===== src/rtl/pwrseq_pkg.sv =====
package pwrseq_pkg;
  typedef enum logic [1:0] {
    MODE_OFF   = 2'b00,
    MODE_RUN   = 2'b01,
    MODE_DOZE  = 2'b10,
    MODE_SLEEP = 2'b11
  } pwr_mode_e;

  typedef struct packed {
    logic setEmerg;
    logic setStat;
  } flag_strobe_t;

  typedef struct packed {
    logic goSleep;
    logic goDoze;
  } cmd_strobe_t;

  localparam int ADDR_CMD    = 0;
  localparam int ADDR_STATUS = 1;
  localparam int ADDR_IRQEN  = 2;
  localparam int FLAG_EMERG  = 0;
  localparam int FLAG_STAT   = 1;
endpackage


===== src/rtl/pwrseq_sync.sv =====
module pwrseq_sync #(
  parameter int WIDTH  = 3,
  parameter int STAGES = 2
) (
  input  logic             clk,
  input  logic             rstN,
  input  logic [WIDTH-1:0] asyncIn,
  output logic [WIDTH-1:0] syncOut
);
  for (genvar b = 0; b < WIDTH; b++) begin : g_bit
    logic [STAGES-1:0] chain;
    always_ff @(posedge clk or negedge rstN) begin
      if (!rstN) chain <= '0;
      else       chain <= {chain[STAGES-2:0], asyncIn[b]};
    end
    assign syncOut[b] = chain[STAGES-1];
  end
endmodule


===== src/rtl/pwrseq_ctrl.sv =====
module pwrseq_ctrl
  import pwrseq_pkg::*;
(
  input  logic         clk,
  input  logic         rstN,
  input  logic         btnSync,
  input  logic         pgSync,
  input  logic         supSync,
  input  logic         wakeReq,
  input  cmd_strobe_t  cmd,
  input  logic         irqPending,
  output pwr_mode_e    modeQ,
  output logic         csQ,
  output flag_strobe_t strobe
);
  logic btnPrev, pgPrev, supPrev;
  logic btnRise, pgFall, supRise;
  logic railsOn;
  pwr_mode_e modeNext;

  always_ff @(posedge clk or negedge rstN) begin
    if (!rstN) begin
      btnPrev <= 1'b0;
      pgPrev  <= 1'b0;
      supPrev <= 1'b0;
    end else begin
      btnPrev <= btnSync;
      pgPrev  <= pgSync;
      supPrev <= supSync;
    end
  end

  assign btnRise = btnSync & ~btnPrev;
  assign pgFall  = pgPrev & ~pgSync;
  assign supRise = supSync & ~supPrev;
  assign railsOn = (modeQ == MODE_RUN) || (modeQ == MODE_DOZE);

  always_comb begin
    modeNext = modeQ;
    unique case (modeQ)
      MODE_OFF:   if (btnRise && pgSync) modeNext = MODE_RUN;
      MODE_SLEEP: if ((btnRise || wakeReq) && pgSync) modeNext = MODE_RUN;
      MODE_RUN: begin
        if (cmd.goSleep)     modeNext = MODE_SLEEP;
        else if (cmd.goDoze) modeNext = MODE_DOZE;
      end
      MODE_DOZE: begin
        if (cmd.goSleep)                 modeNext = MODE_SLEEP;
        else if (wakeReq || irqPending)  modeNext = MODE_RUN;
      end
      default: modeNext = MODE_OFF;
    endcase
  end

  always_ff @(posedge clk or negedge rstN) begin
    if (!rstN) begin
      modeQ <= MODE_OFF;
      csQ   <= 1'b0;
    end else begin
      modeQ <= modeNext;
      csQ   <= (modeNext == MODE_RUN) || (modeNext == MODE_DOZE);
    end
  end

  assign strobe.setEmerg = pgFall & railsOn;
  assign strobe.setStat  = supRise;

  AST_CS_NEEDS_PG: assert property (@(posedge clk) disable iff (!rstN)
    $rose(csQ) |-> $past(pgSync));
  AST_OFF_BUTTON_ONLY: assert property (@(posedge clk) disable iff (!rstN)
    (modeQ == MODE_OFF && !btnRise) |=> (modeQ == MODE_OFF));
  AST_CS_LOW_WHEN_DOWN: assert property (@(posedge clk) disable iff (!rstN)
    (modeQ == MODE_SLEEP || modeQ == MODE_OFF) |-> !csQ);
  AST_SLEEP_CMD: assert property (@(posedge clk) disable iff (!rstN)
    (cmd.goSleep && railsOn) |=> (modeQ == MODE_SLEEP));
endmodule


===== src/rtl/pwrseq_regs.sv =====
module pwrseq_regs
  import pwrseq_pkg::*;
#(
  parameter int ADDR_W = 2,
  parameter int DATA_W = 8
) (
  input  logic              clk,
  input  logic              rstN,
  input  logic              regWrite,
  input  logic              regRead,
  input  logic [ADDR_W-1:0] regAddr,
  input  logic [DATA_W-1:0] regWdata,
  input  flag_strobe_t      strobe,
  input  pwr_mode_e         modeQ,
  output cmd_strobe_t       cmd,
  output logic [DATA_W-1:0] regRdata,
  output logic              emergIrq,
  output logic              statIrq
);
  localparam int PAD_W = DATA_W - 4;

  logic [1:0] flags, irqEn, clearMask, setMask;
  logic selCmd, selStatus, selIrqEn;

  assign selCmd    = regAddr == ADDR_W'(ADDR_CMD);
  assign selStatus = regAddr == ADDR_W'(ADDR_STATUS);
  assign selIrqEn  = regAddr == ADDR_W'(ADDR_IRQEN);

  assign cmd.goSleep = regWrite && selCmd && regWdata[0];
  assign cmd.goDoze  = regWrite && selCmd && regWdata[1] && !regWdata[0];

  assign clearMask = (regWrite && selStatus) ? regWdata[1:0] : 2'b00;
  assign setMask[FLAG_EMERG] = strobe.setEmerg;
  assign setMask[FLAG_STAT]  = strobe.setStat;

  always_ff @(posedge clk or negedge rstN) begin
    if (!rstN) begin
      flags <= 2'b00;
      irqEn <= 2'b11;
    end else begin
      flags <= (flags & ~clearMask) | setMask;
      if (regWrite && selIrqEn) irqEn <= regWdata[1:0];
    end
  end

  assign emergIrq = flags[FLAG_EMERG] & irqEn[FLAG_EMERG];
  assign statIrq  = flags[FLAG_STAT]  & irqEn[FLAG_STAT];

  always_comb begin
    regRdata = '0;
    if (regRead) begin
      if (selStatus)     regRdata = {{PAD_W{1'b0}}, modeQ, flags};
      else if (selIrqEn) regRdata = {{(DATA_W-2){1'b0}}, irqEn};
    end
  end

  AST_EMERG_LATCHES: assert property (@(posedge clk) disable iff (!rstN)
    strobe.setEmerg |=> flags[FLAG_EMERG]);
  AST_STAT_LATCHES: assert property (@(posedge clk) disable iff (!rstN)
    strobe.setStat |=> flags[FLAG_STAT]);
  AST_STAT_STICKY: assert property (@(posedge clk) disable iff (!rstN)
    (flags[FLAG_STAT] && !clearMask[FLAG_STAT]) |=> flags[FLAG_STAT]);
  AST_EMERG_STICKY: assert property (@(posedge clk) disable iff (!rstN)
    (flags[FLAG_EMERG] && !clearMask[FLAG_EMERG]) |=> flags[FLAG_EMERG]);
endmodule


===== src/rtl/pwr_sequencer.sv =====
module pwr_sequencer
  import pwrseq_pkg::*;
#(
  parameter int ADDR_W      = 2,
  parameter int DATA_W      = 8,
  parameter int SYNC_STAGES = 2
) (
  input  logic              clk,
  input  logic              rstN,
  input  logic              onButton,
  input  logic              powerGood,
  input  logic              supplyIrq,
  input  logic              wakeReq,
  input  logic              regWrite,
  input  logic              regRead,
  input  logic [ADDR_W-1:0] regAddr,
  input  logic [DATA_W-1:0] regWdata,
  output logic [DATA_W-1:0] regRdata,
  output logic              supplyCs,
  output logic [1:0]        mode,
  output logic              emergIrq,
  output logic              statIrq
);
  localparam int N_ASYNC = 3;

  logic [N_ASYNC-1:0] syncBits;
  flag_strobe_t strobe;
  cmd_strobe_t  cmd;
  pwr_mode_e    modeQ;

  pwrseq_sync #(.WIDTH(N_ASYNC), .STAGES(SYNC_STAGES)) uSync (
    .clk(clk), .rstN(rstN),
    .asyncIn({supplyIrq, powerGood, onButton}),
    .syncOut(syncBits)
  );

  pwrseq_ctrl uCtrl (
    .clk(clk), .rstN(rstN),
    .btnSync(syncBits[0]), .pgSync(syncBits[1]), .supSync(syncBits[2]),
    .wakeReq(wakeReq), .cmd(cmd), .irqPending(emergIrq | statIrq),
    .modeQ(modeQ), .csQ(supplyCs), .strobe(strobe)
  );

  pwrseq_regs #(.ADDR_W(ADDR_W), .DATA_W(DATA_W)) uRegs (
    .clk(clk), .rstN(rstN),
    .regWrite(regWrite), .regRead(regRead), .regAddr(regAddr),
    .regWdata(regWdata), .strobe(strobe), .modeQ(modeQ),
    .cmd(cmd), .regRdata(regRdata), .emergIrq(emergIrq), .statIrq(statIrq)
  );

  assign mode = modeQ;
endmodule


===== config.mk =====
export PLATFORM = sky130hd
export DESIGN_NAME = pwr_sequencer
export DESIGN_NICKNAME = d
export VERILOG_FILES = /design/src/rtl/pwrseq_pkg.sv /design/src/rtl/pwrseq_sync.sv /design/src/rtl/pwrseq_ctrl.sv /design/src/rtl/pwrseq_regs.sv /design/src/rtl/pwr_sequencer.sv
export SDC_FILE = /design/constraint.sdc
export NUM_CORES = 1
export LEC_CHECK = 0
export BUFFER_PORTS_ARGS = -buffer_cell sky130_fd_sc_hd__buf_2
export CORE_MARGIN = 5
export CORE_UTILIZATION = 49
export DETAILED_ROUTE_END_ITERATION = 7
export PLACE_DENSITY_LB_ADDON = 0.3
export SKIP_CTS_REPAIR_TIMING = 1
export SLEW_MARGIN = 20
export SYNTH_ARGS = -nofsm -noshare
export SYNTH_HDL_FRONTEND = slang
export SYNTH_SLANG_ARGS = --single-unit

===== constraint.sdc =====
create_clock -name clk -period 4.1 [get_ports clk]
set_clock_uncertainty 0.1 [all_clocks]
set_input_delay 0.615 -clock clk [delete_from_list [all_inputs] [get_ports clk]]
set_output_delay 0.615 -clock clk [all_outputs]
set_load 0.02 [all_outputs]

; Yosys cells after proc, flatten, opt, wreduce, memory -nomap -nowiden
; Cells that the tools add are included.
[totals]
regBits = 16
latch_bits = 0
mem_bits_rw = 0
rom_bits = 0
in_bits = 18
output_inout_bits = 13
wordCells = 56
n_memories = 0
[op_classes]
n_addsub = 0
n_mul = 0
div_mod_pow = 0
magnitude_cmp = 0
n_eq_ne = 7
shift = 0
n_mux = 11
n_bitwise = 13
reduce_logical = 15
[ops]
columns = op, n
row1 = 2-bit 2-to-1 mux, 8
row2 = 8-bit 2-to-1 mux, 2
row3 = 2-bit == test (second input constant), 4
row4 = 1-bit logical AND, 8
row5 = 2-bit one-hot mux with 4 select lines, 1
row6 = 1-bit bitwise AND, 6
row7 = 2-bit by 1-bit == test with 1-bit output (second input constant), 3
row8 = 2-bit logical NOT, 2
row9 = 1-bit logical OR, 4
row10 = 1-bit NOT, 3
row11 = 2-bit bitwise AND, 1
row12 = 2-bit NOT, 1
row13 = 2-bit OR, 1
row14 = 1-bit logical NOT, 1
row15 = 1-bit OR, 1

; Logic depth before layout (Yosys ltp)
; Gate-level depths: netlist (run 1).
[depth]
depth_word = 9
depth_mapped = 7
mapped_depth_nobuf = 7

; Modules after synthesis
; From an unflattened synthesis (run 1), not the netlist that was laid out.
[unflattened]
cells_unflattened = 72
area_unflattened_um2 = 847.1
[modules_own_cells]
columns = module, n_inst, cells_per_inst, area_each_um2, seq_area_each_um2
row1 = pwrseq_ctrl, 1, 31, 336.6, 150.1
row2 = pwrseq_regs, 1, 31, 331.6, 102.6
row3 = pwrseq_sync, 1, 9, 172.7, 150.1
row4 = pwr_sequencer, 1, 1, 6.3, 0.0

; Worst setup path after synthesis (run 1)
; OpenSTA, ideal clock, no wires.
[synth_timing]
kind = input -> output
start = input port regAddr[0]
end = output port regRdata[0]
arrival_time_ps = 1318
t_required_ps = 3385
path_slack_ps = 2067
stages = 3
path_buffers = 0
cell_sequence = nor2b_1 a22oi_1 nor2b_1
[synth_between]
elab_chain_cells = 4
elab_cells_between_ends = 5
cone_classes = eq/ne (2) / mux (3)
[synth_rtl]
columns = element, line_no
row1 = start: declaration, pwr_sequencer.sv:16  ; input logic [ADDR_W-1:0] regAddr,
row2 = 2-bit == test, pwrseq_regs.sv:27  ; assign selIrqEn = regAddr == ADDR_W'(ADDR_IRQEN);
row3 = 2-bit 2-to-1 mux, pwrseq_regs.sv:53  ; else if (selIrqEn) regRdata = {{(DATA_W-2){1'b0}}, irqEn};
row4 = 8-bit 2-to-1 mux (*), pwrseq_regs.sv:52  ; if (selStatus) regRdata = {{PAD_W{1'b0}}, modeQ, flags};
row5 = 8-bit 2-to-1 mux (*), pwrseq_regs.sv:51  ; if (regRead) begin
row6 = end: declaration, pwr_sequencer.sv:18  ; output logic [DATA_W-1:0] regRdata,
; Mark *: on every way between the ends. The rest lies on a longest branch, timed or not.

; Worst setup path in the final report (run 1)
; Same ends and word-level chain as after synthesis.

==> results.py, run 1 <==
metrics = {
    "detailed_routing": {
        "num_vias": 566,
        "drc": 0,
        "ant_nets": 0,
        "wl_per_cell_um": 12.7,
        "totalWireLength_um": 1360,
        "drt_iter0_drc": 7,
        "dr.pass1.iters": 4,
        "via_per_inst": 5.29,
    },
    "cts": {
        "clockBufferDepth": 2,
        "clock_latency_ns": 0.28,
        "cts_tree": "built",
        "cts.clk_slew.worst_paths_ns": 0.09,
        "cts_made_buffers": 3,
        "cts.sinks": 16,
        "h-tree-depth": 1,
        "cts_root_buffer": "clkbuf_4",
    },
    "placed_design": {
        "globalplace.congestion": 0.842,
        "place_ws_ns": 1.83,
        "port-buffer-count": 20,
        "dp_hpwl_um": 1110,
        "place_area_um2": 880,
    },
    "grt": {
        "grt_pass1_wl_um": 2300,
        "gr-max-usage-layer": "met2",
        "grt_use_met2": 0.189,
        "grt_usage": 0.121,
        "antenna_found_initial": 0,
        "met3_usage": 0.0361,
        "met1_usage": 0.148,
        "grt_remaining_overflow": 0,
        "grt_max_degree": 17,
        "grt_pass1_vias": 540,
    },
    "worst_setup_path": {
        "crit_path_end_kind": "output port",
        "timing.rr.start": "uCtrl.modeQ[0]",
        "cp.required_ns": 3.38,
        "critPathMaxFanout": 6,
        "crit_start": "regAddr[0]",
        "cp-start-kind": "input pin",
        "critPathKind": "input pin to output port",
        "cp_data_arrival_time_ns": 1.54,
    },
    "sta": {
        "setup-violations-final": 0,
        "fin_tns_setup_ns": 0,
        "setup_slack_ns": 1.84,
        "rsz0062_at_grt": "no",
        "min_period_ns": 2.26,
        "final_max_slew_viol_count": 0,
        "finalHoldViolCount": 0,
        "whs_ns": 0.124,
        "min_period_over_period": 0.550,
        "max_freq_ghz": 0.443,
    },
    "final_layout": {
        "layout_commonest_cell": "buf_2",
        "post-route-util": 0.601,
        "mostFrequentLayoutCells": "20 x buf_2, 14 x dfrtp_1, 6 x nor2b_1",
        "nets": 114,
        "drive_gt1_frac": 0.341,
        "antenna_cells": 0,
        "fin_area_um2": 906,
        "area_delta_synth_final_pct": 16.4,
    },
    "outcome": {
        "status": "finished, final reports clean",
    },
    "synthesis": {
        "yosysSeqAreaShare": 0.518,
        "synth_flop_cell": "dfrtp_1",
        "synthDistinctLibCells": 28,
        "syn-mean-instance-area_um2": 11.4,
        "synth-warning-count": 0,
        "synthCells": 68,
        "syn-cell-area_um2": 778,
        "ys_ff_latch": 16,
        "synth_edf_count": 0,
        "synthArstFlopShare": 1.00,
    },
    "power": {
        "leakagePower_nw": 0.450,
        "p_per_area_mw_per_mm2": 528,
        "vdd_ir_drop_max_mv": 0.256,
    },
    "floorplan": {
        "die_h_um": 49.9,
        "ioPinCount": 31,
        "die_w_um": 49.9,
        "die_area_mm2": 0.00249,
        "coreArea_mm2": 0.00151,
        "rows": 14,
        "start_util": 0.517,
    },
    "hold_path": {
        "min_path_type": "input pin to asynchronous set/reset pin",
    },
    "job": {
        "max_cap_viol_count": 0,
    },
}
power by group:
group	switching [W]	leakage [nW]	internal, W
Combinational	0.000110	0.251	0.0000784
Clock	0.0000422	0.0150	0.0000377
Sequential	0.0000224	0.184	0.000187
Total	0.000175	0.450	0.000303
registers in the layout, summed over array words and instances, names as in the netlist:
register           count
uSync.g_bit.chain      6
uCtrl.modeQ            2
uRegs.flags            2
uRegs.irqEn            2
uCtrl.btnPrev          1
uCtrl.csQ              1
uCtrl.pgPrev           1
uCtrl.supPrev          1
through the flow:
stage | cells | total power [W]
after CTS | 107 | 0.000485
after global placement | 103 | 0.000395
after global routing | 107 | 0.000515
after detailed placement | 103 | 0.000404
final | 107 | 0.000478
after floorplan | 71 | 0.000349
cell usage after synthesis (all sizes together), types with 2 or more instances:
| library cell | count | area, µm² |
|---|---|---|
| a22oi | 2 | 15.0 |
| dfstp | 2 | 52.6 |
| mux2 | 2 | 22.5 |
| nand3 | 3 | 15.0 |
| dfrtp | 14 | 350 |
| and2 | 2 | 12.5 |
| ha | 4 | 50.1 |
| o21ai | 2 | 10.0 |
| nand2 | 3 | 11.3 |
| and3 | 2 | 12.5 |
| inv | 4 | 15.0 |
| nor2 | 3 | 11.3 |
| buf | 4 | 30.0 |
| nor2b | 6 | 37.5 |
| nand3b | 2 | 15.0 |
| a21oi | 2 | 10.0 |
cells by family (layout without fill, tap and decap cells):
group / Yosys count / in the layout / share of synthesized area
adder cells (fa/ha/maj): 4 / 4 / 0.0643
other: 1 / 4 / 0.00482
AND/OR/NAND/NOR: 23 / 23 / 0.180
AO/OA/AOI/OAI: 13 / 13 / 0.135
multiplexers: 2 / 2 / 0.0289
XOR/XNOR: 1 / 1 / 0.0113
buffers and inverters: 8 / 28 / 0.0579
flip-flops: 16 / 16 / 0.518
final cells by class:
type	instances	area [µm²]
fillers	140	601
well taps	16	20.0
clock buffers	4	26.3
multi-input cells	47	342
inverters	4	15.0
flip-flops and latches	16	403
repair buffers	20	100
critical path, cell delays in order:
cell	delay [ns]
buf_2	0.13
nor2b_1	0.37
a22oi_1	0.15
nor2b_1	0.11
buf_2	0.16
final timing paths:
kind	to	slack, ns	cells after the start
worst min register to register	uSync.g_bit[0].chain[1]	0.26	0
max in group asynchronous	uRegs.irqEn[1]	3.47	1
min in group clk	uSync.g_bit[0].chain[1]	0.26	0
worst max register to register	uCtrl.csQ	2.43	7
worst min-delay path	uSync.g_bit[1].chain[0]	0.12	1
worst max-delay path	regRdata[0]	1.84	5
layer usage:
metal	vias to the layer above	routed length, µm
li1	273	-
met4	0	29
met3	4	132
met2	23	623
met1	266	578
met5	-	0
Power figures use the tool's default switching activity.
==> run 2, diff against run 1 <==
--- a/config.mk
+++ b/config.mk
@@ -5,9 +5,10 @@
 export SDC_FILE = /design/constraint.sdc
 export NUM_CORES = 1
 export LEC_CHECK = 0
+export ABC_AREA = 1
 export BUFFER_PORTS_ARGS = -buffer_cell sky130_fd_sc_hd__buf_2
 export CORE_MARGIN = 5
-export CORE_UTILIZATION = 49
+export CORE_UTILIZATION = 47
 export DETAILED_ROUTE_END_ITERATION = 7
 export PLACE_DENSITY_LB_ADDON = 0.3
 export SKIP_CTS_REPAIR_TIMING = 1
==> constraint.sdc (replaced) <==
create_clock -name clk -period 2.3 [get_ports clk]
set_clock_uncertainty 0.1 [all_clocks]
set_input_delay 0.345 -clock clk [delete_from_list [all_inputs] [get_ports clk]]
set_output_delay 0.345 -clock clk [all_outputs]
set_load 0.02 [all_outputs]
==> run 2 against run 1 <==
Critical path depth rose by 3. Die area rose by 12%. Via count rose by 25%. Setup slack got worse by 1.2 ns. Register-to-register slack got worse by 1.8 ns. Final cell count rose by 46%. Synthesized cell count rose by 57%. First-iteration DRC count rose by 86%. Hold slack got worse by 0.056 ns. Routed wire length rose by 13%.
==> results.py, run 2 <==
metrics = {
    "synthesis": {
        "synthCells": 107,
        "synth_flop_cell": "dfrtp_1",
        "synth-warning-count": 0,
        "yosys-top-cells-count": "33 x nand2_1, 15 x inv_1, 14 x dfrtp_1, 7 x nor2_1, 6 x o21ai_0",
        "synthArstFlopShare": 1.00,
        "syn-cell-area_um2": 856,
        "yosysSeqAreaShare": 0.471,
        "synth_top_area_cell": "dfrtp_1",
        "synthDistinctLibCells": 21,
        "synth.area.top_cells": "dfrtp_1 41%, nand2_1 14%, inv_1 6.6%",
        "syn-mean-instance-area_um2": 8.00,
        "synth_edf_count": 0,
        "synth_top_area_share": 0.409,
        "synth_most_common_cell": "nand2_1",
        "ys_ff_latch": 16,
    },
    "final_layout": {
        "antenna_cells": 0,
        "nets": 154,
        "area_delta_synth_final_pct": 18.6,
        "drive_gt1_frac": 0.244,
        "regMostFlops": "uSync.g_bit.chain",
        "layout_commonest_cell": "nand2_1",
        "mostFrequentLayoutCells": "33 x nand2_1, 20 x buf_2, 15 x inv_1, 14 x dfrtp_1, 7 x nor2_1",
        "largest_reg_flops": 6,
    },
    "cts": {
        "clockBufferDepth": 2,
        "cts_root_buffer": "clkbuf_4",
        "h-tree-depth": 1,
        "cts_tree": "built",
        "cts.clk_slew.worst_paths_ns": 0.09,
        "clock_latency_ns": 0.28,
        "cts.sinks": 16,
        "cts_made_buffers": 3,
    },
    "placed_design": {
        "port-buffer-count": 20,
        "place_ws_ns": 0.687,
        "dp_hpwl_um": 1250,
        "globalplace.congestion": 0.828,
    },
    "power": {
        "p_per_area_mw_per_mm2": 1000,
        "vdd_ir_drop_max_mv": 0.562,
        "power_frac_comb": 0.456,
        "cellInternalPower_w": 0.000601,
        "seqPwrFrac": 0.372,
        "p_sw_frac": 0.411,
        "leakagePower_nw": 0.569,
        "clkPwrFrac": 0.172,
        "total_power_w": 0.00102,
        "p_switching_w": 0.000419,
    },
    "outcome": {
        "status": "finished, final reports clean",
    },
    "worst_setup_path": {
        "timing.rr.end": "uCtrl.csQ",
        "cp-start-kind": "register",
        "worstPathCellList": "inv_1 -> ha_1 -> or2_1 -> a21oi_1 -> nand2_1 -> nand2_1 -> nand2_1 -> nand2_1",
        "crit_start": "uCtrl.modeQ[0]",
        "critPathKind": "register to register",
        "crit_top_cell": "nand2_1",
        "timing.rr.start": "uCtrl.modeQ[0]",
        "crit_path_end_kind": "register",
        "cp_data_arrival_time_ns": 1.76,
        "critPathMaxFanout": 5,
        "reg2reg_slack_ns": 0.66,
        "worstSetupEndpoint": "uCtrl.csQ",
        "cp.required_ns": 2.42,
        "cpMaxStageDelayCell": "dfrtp_1",
        "reg2reg_depth": 8,
        "cpPeakStageDelay_ns": 0.43,
    },
    "grt": {
        "gr-max-usage-layer": "met2",
        "met3_usage": 0.0285,
        "grt_remaining_overflow": 0,
        "grt_max_degree": 17,
        "met1_usage": 0.173,
        "grt_pass1_vias": 663,
        "grt_usage": 0.133,
        "grt_pass1_wl_um": 2690,
        "grt_use_met2": 0.202,
        "antenna_found_initial": 0,
    },
    "floorplan": {
        "start_util": 0.496,
        "die_h_um": 52.7,
        "die_area_mm2": 0.00277,
        "ioPinCount": 31,
        "rows": 15,
        "die_w_um": 52.7,
        "coreArea_mm2": 0.00173,
    },
    "sta": {
        "finalHoldViolCount": 0,
        "final_max_slew_viol_count": 0,
        "fin_tns_setup_ns": 0,
        "whs_ns": 0.0687,
        "min_period_ns": 1.64,
        "setup_slack_ns": 0.659,
        "setup-violations-final": 0,
        "rsz0062_at_grt": "no",
        "max_freq_ghz": 0.610,
        "min_period_over_period": 0.713,
    },
    "job": {
        "max_cap_viol_count": 0,
    },
    "hold_path": {
        "min_path_type": "input pin to register",
        "hold_start": "supplyIrq",
    },
    "detailed_routing": {
        "wl_per_cell_um": 9.86,
        "ant_nets": 0,
        "drc": 0,
        "dr.pass1.iters": 5,
        "totalWireLength_um": 1540,
        "drt_iter0_drc": 13,
        "via_per_inst": 4.53,
        "num_vias": 707,
    },
}
run 2: changes by cell type in the layout (fill, tap and decap cells not counted), sizes merged, moves of 2 or more:
| cell | previous run | this run |
|---|---|---|
| nand2 | 3 | 34 |
| inv | 4 | 16 |
| nor2b | 6 | 0 |
| nor2 | 3 | 8 |
| nand3 | 3 | 7 |
| o21ai | 2 | 6 |
| a21oi | 2 | 5 |
| a22oi | 2 | 0 |
| and2 | 2 | 0 |
| and3 | 2 | 0 |
| mux2 | 2 | 0 |
| nand4 | 0 | 2 |
run 2: logic make-up after synthesis:
logic type,synth area share
simple gates,0.292
buf+inv,0.105
flops,0.471
compound gates,0.0687
fa+ha+maj,0.0585
other cells,0.00438
run 2: final cells by class:
cell class | count | area (µm²)
fill | 164 | 712
sequential | 16 | 403
multi-input combinational | 74 | 374
clock buffer | 4 | 36.3
tap | 25 | 31.3
timing repair buffer | 21 | 110
inverter | 16 | 60.1
run 2: power by group through the flow:
stage	clock (W)	combinational (W)	sequential, W
floorplan	0	0.000324	0.000408
global placement	0	0.000456	0.000382
detailed placement	0	0.000465	0.000384
CTS	0.000183	0.000467	0.000379
global route	0.000196	0.000542	0.000387
finish	0.000176	0.000465	0.000379
run 2: worst max-delay path: cells and delay by family, from the launching register on:
family	cells	cell delay, ns
AOI/OAI and AO/OA	1	0.20
adders and majority gates	1	0.26
buffers and inverters	1	0.12
DFF	1	0.43
and+or+nand+nor	5	0.47
run 2: stage by stage:
stage               utilization  area [µm²]  cells
floorplan                     -         867    110
global placement          0.561         968    151
detailed placement        0.561         968    151
CTS                       0.582        1000    155
global route              0.588        1010    156
finish                    0.588        1010    156
run 2: routing by layer:
layer | vias up | part of all wire
li1 | 371 | -
met2 | 25 | 0.41
met5 | - | 0
met3 | 4 | 0.086
met4 | 0 | 0.025
met1 | 307 | 0.47
run 2: worst min path at each step:
stage / depth (start not counted) / endpoint
after detailed placement: 1 / uCtrl.supPrev
after floorplan: 0 / uCtrl.btnPrev
after global routing: 1 / uSync.g_bit[1].chain[0]
final: 1 / uSync.g_bit[2].chain[0]
after global placement: 1 / uSync.g_bit[2].chain[0]
after CTS: 1 / uCtrl.pgPrev
==> run 3, diff against run 2 <==
==> constraint.sdc (replaced) <==
create_clock -name clk -period 1.7 [get_ports clk]
set_clock_uncertainty 0.1 [all_clocks]
set_input_delay 0.255 -clock clk [delete_from_list [all_inputs] [get_ports clk]]
set_output_delay 0.255 -clock clk [all_outputs]
set_load 0.02 [all_outputs]
==> run 3 against run 2 <==
Sequential cell count is the same. Sequential share of layout area shrank 1.9 points. Via count grew 3.0%. Setup slack lost 0.54 ns. Non-clock buffer count grew 5. Die area is the same. Sequential power grew 37%. Critical path type is now register to output port. Total power grew 42%. Largest power group unchanged. Combinational power grew 47%. First-iteration DRC count shrank 77%. Register-to-register slack lost 0.49 ns. Clock power grew 38%.
==> results.py, run 3 (synthesis gave the netlist of run 2 again) <==
metrics = {
    "sta": {
        "min_period_ns": 1.58,
        "min_period_over_period": 0.929,
        "max_freq_ghz": 0.634,
        "final_max_slew_viol_count": 0,
        "setup-violations-final": 0,
        "finalHoldViolCount": 0,
        "fin_tns_setup_ns": 0,
        "setup_slack_ns": 0.122,
        "rsz0062_at_grt": "no",
    },
    "grt": {
        "grt_max_degree": 17,
        "grt_pass1_vias": 711,
        "grt_pass1_wl_um": 2850,
        "grt_usage": 0.140,
        "antenna_found_initial": 0,
        "grt_remaining_overflow": 0,
    },
    "worst_setup_path": {
        "critPathKind": "register to output port",
        "cp.required_ns": 1.34,
        "cpMaxStageDelayCell": "dfrtp_1",
        "cpPeakStageDelay_ns": 0.47,
        "cp-start-kind": "register",
        "cpLargestDelayFamily": "flip-flops",
        "crit_path_end_kind": "output port",
        "worstPathCellList": "inv_2 -> buf_4 -> nor2_1 -> buf_2",
        "critPathMaxFanout": 6,
        "cp_data_arrival_time_ns": 1.22,
        "critPathBufInv": 3,
    },
    "power": {
        "total_power_w": 0.00145,
        "p_per_area_mw_per_mm2": 1350,
        "vdd_ir_drop_max_mv": 0.684,
        "leakagePower_nw": 0.590,
    },
    "final_layout": {
        "antenna_cells": 0,
        "mostFrequentLayoutCells": "33 x nand2_1, 20 x buf_2, 15 x inv_1, 13 x dfrtp_1, 7 x nor2_1",
        "layout_commonest_cell": "nand2_1",
        "fillerInstances": 159,
        "area_delta_synth_final_pct": 25.0,
        "largest_reg_flops": 6,
        "seq_area_um2": 404,
        "drive_gt1_frac": 0.272,
        "multi_input_area_um2": 383,
        "nets": 159,
        "regMostFlops": "uSync.g_bit.chain",
    },
    "detailed_routing": {
        "num_vias": 728,
        "dr.pass1.iters": 2,
        "totalWireLength_um": 1670,
        "via_per_inst": 4.52,
        "ant_nets": 0,
        "drt_iter0_drc": 3,
        "wl_per_cell_um": 10.4,
        "drc": 0,
    },
    "floorplan": {
        "coreArea_mm2": 0.00173,
        "die_h_um": 52.7,
        "ioPinCount": 31,
        "die_w_um": 52.7,
        "rows": 15,
        "die_area_mm2": 0.00277,
        "start_util": 0.496,
    },
    "cts": {
        "cts_root_buffer": "clkbuf_4",
        "cts_tree": "built",
        "h-tree-depth": 1,
        "clockBufferDepth": 2,
        "clock_latency_ns": 0.28,
        "cts_made_buffers": 3,
        "cts.sinks": 16,
        "cts.clk_slew.worst_paths_ns": 0.09,
    },
    "placed_design": {
        "globalplace.congestion": 0.795,
        "dp_hpwl_um": 1300,
        "port-buffer-count": 20,
        "place_ws_ns": 0.0993,
    },
    "outcome": {
        "status": "finished, final reports clean",
    },
    "job": {
        "max_cap_viol_count": 0,
    },
    "hold_path": {
        "min_path_type": "input pin to register",
    },
}
run 3: cell types whose count changed in the layout (fill, tap and decap cells not counted), sizes merged:
cell,delta
dlygate4sd3,+3
buf,+2
run 3: cell type report:
cell class | instances | share of cell area
Inverter | 16 | 0.0561
Timing Repair Buffer | 26 | 0.145
Tap cell | 25 | 0.0292
Clock buffer | 4 | 0.0339
Sequential cell | 16 | 0.378
Multi-Input combinational cell | 74 | 0.358
run 3: routing by layer:
layer,global-route usage,part of all wire,up-vias
met1,0.183,0.50,323
met2,0.217,0.42,21
met4,0.0638,0.013,0
met5,0,0,-
li1,-,-,382
met3,0.0342,0.068,2
run 3: worst paths after layout:
kind                                          from                 endpoint  slack [ns]  depth (start not counted)
min                                    regWdata[0]           uRegs.irqEn[0]        0.15                          3
max reg2reg                         uCtrl.modeQ[1]                uCtrl.csQ        0.17                          7
min reg2reg                uSync.g_bit[2].chain[0]  uSync.g_bit[2].chain[1]        0.25                          0
min in group asynchronous                     rstN            uCtrl.btnPrev        0.30                          2
max                                 uCtrl.modeQ[1]              regRdata[3]        0.12                          4
max in group asynchronous                     rstN           uRegs.irqEn[1]        0.89                          2
run 3: tightest hold or removal path: stages:
cell and delay, ns:
buf_2 0.12, inv_1 0.06, o21ai_0 0.08
run 3: where the power goes:
| group | leakage, nW | internal [W] | switching [W] | total (W) |
|---|---|---|---|---|
| registers | 0.183 | 0.000458 | 0.0000634 | 0.000521 |
| logic | 0.386 | 0.000268 | 0.000417 | 0.000685 |
| clock network | 0.0210 | 0.000130 | 0.000112 | 0.000242 |
| total | 0.590 | 0.000856 | 0.000593 | 0.00145 |
run 3: per-stage QoR:
step | hold slack, ns | utilization | cells | area, µm²
after detailed placement | 0.0802 | 0.570 | 153 | 983
after global placement | 0.0731 | 0.570 | 153 | 983
after CTS | -0.236 | 0.591 | 157 | 1020
after floorplan | -0.141 | - | 110 | 867
after global routing | 0.170 | 0.620 | 161 | 1070
final | 0.150 | 0.620 | 161 | 1070
